<file path="config.mk">
export PLATFORM = sky130hd
export DESIGN_NAME = mw_cmd_frontend
export DESIGN_NICKNAME = d
export VERILOG_FILES = /design/src/rtl/mw_pkg.sv /design/src/rtl/mw_sync.sv /design/src/rtl/mw_frame.sv /design/src/rtl/mw_decode.sv /design/src/rtl/mw_wtimer.sv /design/src/rtl/mw_cmd_frontend.sv
export SDC_FILE = /design/constraint.sdc
export NUM_CORES = 1
export LEC_CHECK = 0
export CAP_MARGIN = 5
export CORE_MARGIN = 5
export CORE_UTILIZATION = 40
export DETAILED_ROUTE_END_ITERATION = 7
export HOLD_SLACK_MARGIN = 0.06
export SETUP_SLACK_MARGIN = 0.2
export SLEW_MARGIN = 20
export SYNTH_ARGS = -nofsm -noshare
export SYNTH_HDL_FRONTEND = slang
export SYNTH_SLANG_ARGS = --single-unit
export TNS_END_PERCENT = 100
</file>
<file path="constraint.sdc">
create_clock -name clk -period 2.4 [get_ports clk]
set_input_delay 0.24 -clock clk [delete_from_list [all_inputs] [get_ports clk]]
set_output_delay 0.24 -clock clk [all_outputs]
set_load 0.005 [all_outputs]
</file>
<file path="src/rtl/mw_pkg.sv">
package mw_pkg;
    // opcode width is fixed by the serial protocol
    localparam int OP_W = 2;

    localparam logic [1:0] OPC_EXT   = 2'b00;
    localparam logic [1:0] OPC_WRITE = 2'b01;
    localparam logic [1:0] OPC_READ  = 2'b10;
    localparam logic [1:0] OPC_ERASE = 2'b11;

    // sub-codes carried in the two top address bits of OPC_EXT
    localparam logic [1:0] SUB_LOCK    = 2'b00;
    localparam logic [1:0] SUB_FILLALL = 2'b01;
    localparam logic [1:0] SUB_CLRALL  = 2'b10;
    localparam logic [1:0] SUB_UNLOCK  = 2'b11;

    typedef enum logic [1:0] {
        PH_HUNT  = 2'd0,
        PH_SHIFT = 2'd1,
        PH_FULL  = 2'd2
    } phase_e;
endpackage

</file>
<file path="src/rtl/mw_sync.sv">
module mw_sync #(
    parameter int WIDTH  = 3,
    parameter int STAGES = 2
) (
    input  logic             clk,
    input  logic             rst_n,
    input  logic [WIDTH-1:0] din_i,
    output logic [WIDTH-1:0] dout_o
);
    logic [STAGES-1:0][WIDTH-1:0] stg_d, stg_q;

    assign stg_d[0] = din_i;
    for (genvar g = 1; g < STAGES; g++) begin : g_stage
        assign stg_d[g] = stg_q[g-1];
    end

    always_ff @(posedge clk or negedge rst_n) begin
        if (!rst_n) stg_q <= '0;
        else        stg_q <= stg_d;
    end

    assign dout_o = stg_q[STAGES-1];
endmodule

</file>
<file path="src/rtl/mw_frame.sv">
module mw_frame
    import mw_pkg::*;
#(
    parameter int ADDR_W = 10
) (
    input  logic              clk,
    input  logic              rst_n,
    input  logic              cs_lvl_i,
    input  logic              sk_rise_i,
    input  logic              di_lvl_i,
    output logic              start_o,
    output logic              full_o,
    output logic [OP_W-1:0]   op_o,
    output logic [ADDR_W-1:0] addr_o
);
    localparam int FRAME_W = OP_W + ADDR_W;
    localparam int CNT_W   = $clog2(FRAME_W + 1);

    typedef struct packed {
        phase_e             ph;
        logic [CNT_W-1:0]   cnt;
        logic [FRAME_W-1:0] sr;
    } frm_t;

    frm_t d, q;

    always_comb begin
        d       = q;
        start_o = cs_lvl_i && sk_rise_i && (q.ph == PH_HUNT) && di_lvl_i;
        if (!cs_lvl_i) begin
            d.ph  = PH_HUNT;
            d.cnt = '0;
        end else if (sk_rise_i) begin
            unique case (q.ph)
                PH_HUNT: begin
                    if (di_lvl_i) begin
                        d.ph  = PH_SHIFT;
                        d.cnt = '0;
                    end
                end
                PH_SHIFT: begin
                    d.sr  = {q.sr[FRAME_W-2:0], di_lvl_i};
                    d.cnt = q.cnt + CNT_W'(1);
                    if (q.cnt == CNT_W'(FRAME_W - 1)) d.ph = PH_FULL;
                end
                default: d.ph = q.ph;
            endcase
        end
    end

    always_ff @(posedge clk or negedge rst_n) begin
        if (!rst_n) q <= '{ph: PH_HUNT, cnt: '0, sr: '0};
        else        q <= d;
    end

    assign full_o = (q.ph == PH_FULL);
    assign op_o   = q.sr[FRAME_W-1 -: OP_W];
    assign addr_o = q.sr[ADDR_W-1:0];
endmodule

</file>
<file path="src/rtl/mw_decode.sv">
module mw_decode
    import mw_pkg::*;
#(
    parameter int ADDR_W = 10
) (
    input  logic [OP_W-1:0]   op_i,
    input  logic [ADDR_W-1:0] addr_i,
    output logic              unlock_o,
    output logic              lock_o,
    output logic              wclass_o
);
    logic [1:0] sub;

    always_comb begin
        sub      = addr_i[ADDR_W-1 -: 2];
        unlock_o = 1'b0;
        lock_o   = 1'b0;
        wclass_o = 1'b0;
        unique case (op_i)
            OPC_WRITE, OPC_ERASE: wclass_o = 1'b1;
            OPC_EXT: begin
                unique case (sub)
                    SUB_UNLOCK:              unlock_o = 1'b1;
                    SUB_LOCK:                lock_o   = 1'b1;
                    SUB_FILLALL, SUB_CLRALL: wclass_o = 1'b1;
                    default:                 wclass_o = 1'b0;
                endcase
            end
            default: wclass_o = 1'b0;  // OPC_READ: no action here
        endcase
    end
endmodule

</file>
<file path="src/rtl/mw_wtimer.sv">
module mw_wtimer #(
    parameter int CYCLES = 200
) (
    input  logic clk,
    input  logic rst_n,
    input  logic load_i,
    input  logic cancel_i,
    output logic busy_o
);
    localparam int CNT_W = $clog2(CYCLES + 1);

    logic [CNT_W-1:0] cnt_d, cnt_q;

    always_comb begin
        cnt_d = cnt_q;
        if (cancel_i)                   cnt_d = '0;
        else if (load_i)                cnt_d = CNT_W'(CYCLES);
        else if (cnt_q != '0)           cnt_d = cnt_q - CNT_W'(1);
    end

    always_ff @(posedge clk or negedge rst_n) begin
        if (!rst_n) cnt_q <= '0;
        else        cnt_q <= cnt_d;
    end

    assign busy_o = (cnt_q != '0);
endmodule

</file>
<file path="src/rtl/mw_cmd_frontend.sv">
module mw_cmd_frontend
    import mw_pkg::*;
#(
    parameter int ADDR_W      = 10,
    parameter int WR_CYCLES   = 200,
    parameter int SYNC_STAGES = 2
) (
    input  logic              clk,
    input  logic              rst_n,
    input  logic              cs_i,
    input  logic              sk_i,
    input  logic              di_i,
    input  logic              lowv_i,
    output logic              do_o,
    output logic              do_oe_o,
    output logic              write_req_o,
    output logic [OP_W-1:0]   wr_op_o,
    output logic [ADDR_W-1:0] wr_addr_o,
    output logic              busy_o
);
    localparam int SYNC_W = 3;

    typedef struct packed {
        logic              cs_prev;
        logic              sk_prev;
        logic              wen;
        logic              arm;
        logic              stale;
        logic              req;
        logic [OP_W-1:0]   op;
        logic [ADDR_W-1:0] addr;
    } ctl_t;

    ctl_t d, q;

    logic [SYNC_W-1:0] sync_w;
    logic              cs_s, sk_s, di_s, sk_rise;
    logic              start_w, full_w, busy_w, load_w;
    logic              unlock_w, lock_w, wclass_w;
    logic              cs_fall, exec_w;
    logic [OP_W-1:0]   f_op;
    logic [ADDR_W-1:0] f_addr;

    mw_sync #(.WIDTH(SYNC_W), .STAGES(SYNC_STAGES)) u_sync (
        .clk    (clk),
        .rst_n  (rst_n),
        .din_i  ({cs_i, sk_i, di_i}),
        .dout_o (sync_w)
    );

    assign cs_s    = sync_w[2];
    assign sk_s    = sync_w[1];
    assign di_s    = sync_w[0];
    assign sk_rise = sk_s & ~q.sk_prev;

    mw_frame #(.ADDR_W(ADDR_W)) u_frame (
        .clk       (clk),
        .rst_n     (rst_n),
        .cs_lvl_i  (cs_s),
        .sk_rise_i (sk_rise),
        .di_lvl_i  (di_s),
        .start_o   (start_w),
        .full_o    (full_w),
        .op_o      (f_op),
        .addr_o    (f_addr)
    );

    mw_decode #(.ADDR_W(ADDR_W)) u_dec (
        .op_i     (f_op),
        .addr_i   (f_addr),
        .unlock_o (unlock_w),
        .lock_o   (lock_w),
        .wclass_o (wclass_w)
    );

    mw_wtimer #(.CYCLES(WR_CYCLES)) u_tmr (
        .clk      (clk),
        .rst_n    (rst_n),
        .load_i   (load_w),
        .cancel_i (lowv_i),
        .busy_o   (busy_w)
    );

    always_comb begin
        d         = q;
        d.cs_prev = cs_s;
        d.sk_prev = sk_s;
        d.req     = 1'b0;

        cs_fall = q.cs_prev & ~cs_s;
        exec_w  = cs_fall & full_w & ~busy_w & ~q.stale & ~lowv_i;
        load_w  = exec_w & wclass_w & q.wen;

        if (lowv_i)                 d.wen = 1'b0;
        else if (exec_w && unlock_w) d.wen = 1'b1;
        else if (exec_w && lock_w)   d.wen = 1'b0;

        if (load_w) begin
            d.req  = 1'b1;
            d.op   = f_op;
            d.addr = f_addr;
        end

        if (lowv_i)       d.arm = 1'b0;
        else if (load_w)  d.arm = 1'b1;
        else if (start_w) d.arm = 1'b0;

        if (start_w && busy_w) d.stale = 1'b1;
        else if (!cs_s)        d.stale = 1'b0;
    end

    always_ff @(posedge clk or negedge rst_n) begin
        if (!rst_n) q <= '0;
        else        q <= d;
    end

    assign write_req_o = q.req;
    assign wr_op_o     = q.op;
    assign wr_addr_o   = q.addr;
    assign busy_o      = busy_w;
    assign do_oe_o     = q.arm & cs_s;
    assign do_o        = ~busy_w;
endmodule

</file>
==> flow_summary.json <==
{
  "vdd_drop_max_mv": 0.2953,
  "ys_ff_latch": 50,
  "wirelength_mm": 3.594,
  "timing.fmax_mhz": 470.6,
  "first_pass_iters": 4,
  "rsz0062_at_grt": "true",
  "nFillCells": 523,
  "numCtsBuffers": 5,
  "min_period_over_period_pct": 88.54,
  "p_leak_nw": 1.244,
  "ys_types": 39,
  "cp_cell_sequence": "nor4_2 -> and3_1 -> buf_4 -> clkdlybuf4s50_1",
  "synthFlopType": "dfrtp_1",
  "drc": 0,
  "n_antenna_cell": 0,
  "grt_pass1_wl_mm": 6.430,
  "vias": 1357,
  "syn_avg_cell_area_um2": 11.25,
  "ys_async_sr_fraction_pct": 100.0,
  "p_int_mw": 1.412,
  "core_mm2": 0.005439,
  "synth_edf_count": 0,
  "worst_setup_path_start_kind": "flop",
  "cp_top_family": "buffers and inverters",
  "finalNetCount": 225,
  "worstPathRequired_ps": 2160,
  "status": "completed",
  "die_h_um": 84.45,
  "critPathCaptureType": "output port",
  "clk_path_buf_depth": 2,
  "portBuffers": 21,
  "antenna_left": 0,
  "synthesis.area_mm2": 0.002217,
  "yosys.area.top_type_share_pct": 56.43,
  "synth_seq_area_share_pct": 56.43,
  "fin_setup_tns_ps": 0,
  "power.share.combinational_pct": 27.3,
  "die-area_mm2": 0.007132,
  "syn_inst": 197,
  "slew_viol_final": 0,
  "cts_tree": "yes",
  "r2r_start": "u_tmr.cnt_q[4]",
  "vias_per_cell": 4.761,
  "syn_to_final_growth_pct": 13.21,
  "critPathMaxFanout": 6,
  "num_rows": 27,
  "yosysWarnings": 0,
  "clock-skew-final_ps": 6.545,
  "grt_max_degree": 51,
  "dieWidth_um": 84.45,
  "gp_congestion": 0.7404,
  "htreeDepth": 2,
  "synth_nets": 208,
  "power_frac_clock_pct": 23.4,
  "switching_share_pct": 29.38,
  "slowest_stage": "clkdlybuf4s50_1",
  "clk_latency_ps": 290,
  "grt_pass1_vias": 1363,
  "gr-total-overflow": 0,
  "wl_per_cell_um": 12.61,
  "clkTransAtPathRegs_ps": 80,
  "path_buf_inv": 2,
  "tightest_slew_ps": 621.4,
  "fin_crit_ps": 2125,
  "worst-setup-path-type": "reg -> out",
  "hold_violations": 0,
  "slew_headroom_pct": 58.48,
  "switchingPower_mw": 0.5875,
  "ioPinCount": 22,
  "cts-root-buf": "clkbuf_8",
  "total_power_mw": 2.000,
  "yosys.area.top_type": "dfrtp_1",
  "maxCapViolCount": 0,
  "antenna_found_initial": 0,
  "power_density_mw_per_mm2": 796.7,
  "clkSinkCount": 50,
  "hpwl_mm": 2.467,
  "crit_path_start": "u_tmr.cnt_q[4]",
  "grtUsageTotal_pct": 11.04,
  "slowest_delay_ps": 510,
  "drive_gt1_share_pct": 14.55,
  "synth_area_leaders": "dfrtp_1, nand2_1, mux2_4",
  "crit_arrival_ps": 1880,
  "seq_area_mm2": 0.001251,
  "pwr-share-seq_pct": 49.3,
  "multi_input_area_um2": 785.8,
  "start_util_pct": 40.76,
  "worstHoldPathType": "in -> async",
  "drt_iter0_markers": 97,
  "setup_violations": 0
}
## power groups by stage
| stage | logic (mW) | registers [mW] | clock network (mW) |
|---|---|---|---|
| after detailed placement | 0.518 | 1.00 | 0 |
| after CTS | 0.542 | 0.986 | 0.493 |
| final | 0.545 | 0.986 | 0.469 |
| after global placement | 0.517 | 1.00 | 0 |
| after global routing | 0.605 | 0.997 | 0.528 |
| after floorplan | 0.389 | 0.987 | 0 |
## cells in the mapped netlist, drive strengths merged, types with 3 or more instances
master	n
dfrtp	50
nand3	3
clkbuf	4
buf	15
nor2	9
nand2	37
inv	8
nor2b	3
mux2	12
o21ai	7
ha	5
xnor2	3
a21oi	6
nor3	7
## registers in the layout, indices dropped and copies added (netlist names), 3 cells and up
register,cells
u_frame.q,6
q,5
u_sync.stg_d,3
u_sync.dout_o,3
u_tmr.cnt_q,8
wr_addr_o,10
u_frame.addr_o,10
## routing by layer
metal / routed length (um) / part of all wire (%) / vias up / global-route usage [%]
li1: - / - / 676 / -
met1: 1699 / 47 / 654 / 14.99
met2: 1680 / 47 / 22 / 17.07
met3: 162 / 4.5 / 5 / 3.238
met4: 51 / 1.4 / 0 / 3.453
met5: 0 / 0 / - / 0
## cell type report
type	instances	area share, %
inverters	8	1.296
clock buffers	6	3.290
flip-flops and latches	50	49.85
multi-input cells	120	31.31
repair buffers	29	10.67
well taps	72	3.589
## path summary, 6_finish.rpt
kind	to	slack, ps	cells after the start
max in group asynchronous	u_frame.op_o[0]	1940	2
hold / removal	u_frame.q[13]	40	2
hold reg to reg	u_sync.dout_o[2]	350	0
min in group clk	u_sync.dout_o[2]	350	0
setup / recovery	do_o	280	4
setup reg to reg	wr_addr_o[9]	350	6
## placed cells by master, fill, tap and decap left out, types with 2 or more instances in the layout
cell type,synthesis,final
dfrtp_1,50,50
nand2_1,37,37
clkdlybuf4s50_1,0,19
nor2_1,9,9
buf_4,12,8
inv_1,7,7
o21ai_0,7,7
nor3_1,7,7
mux2_4,7,7
a21oi_1,6,6
clkbuf_8,0,6
mux2_2,5,5
ha_1,5,5
nor2b_1,3,3
xnor2_1,3,3
nand3_1,3,3
and3_1,2,2
nor4b_1,2,2
and2_1,2,2
mux2i_1,2,2
xor2_1,2,2
a22o_1,2,2
a41o_1,2,2
## worst register-to-register path: cells and delay by family, from the launching register on
kind          cells  cell delay [ps]
buf+inv           2              160
simple gates      3             1020
mux               1              340
flops             1              420
## repair_timing
item | CTS | global route
gates resized for setup | 0 | 1
hold buffers | 0 | 0
pin swaps | 1 | 2
buffers inserted | 1 | 1
setup endpoints to repair | 1 | 14
## metrics by stage
stage	hold slack, ps	instance area (um^2)	setup WS (ps)	util (%)	cells
after global routing	108.2	2510	183.1	46.15	285
after global placement	332.2	2410	274.8	44.31	277
after CTS	64.77	2500	228.5	45.96	284
after floorplan	-55.59	2217	286.2	-	197
final	36.35	2510	275.1	46.15	285
after detailed placement	334.7	2410	255.1	44.31	277
## cell families (layout without fill, tap and decap cells)
group	Yosys count	count (layout)	synth area share (%)
flops	50	50	56.43
simple gates	74	74	16.08
mux	14	14	8.183
compound gates	22	22	6.378
xor+xnor	5	5	1.976
fa+ha+maj	5	5	2.822
buf+inv	27	43	8.127
(Power assumes the default switching activity.)
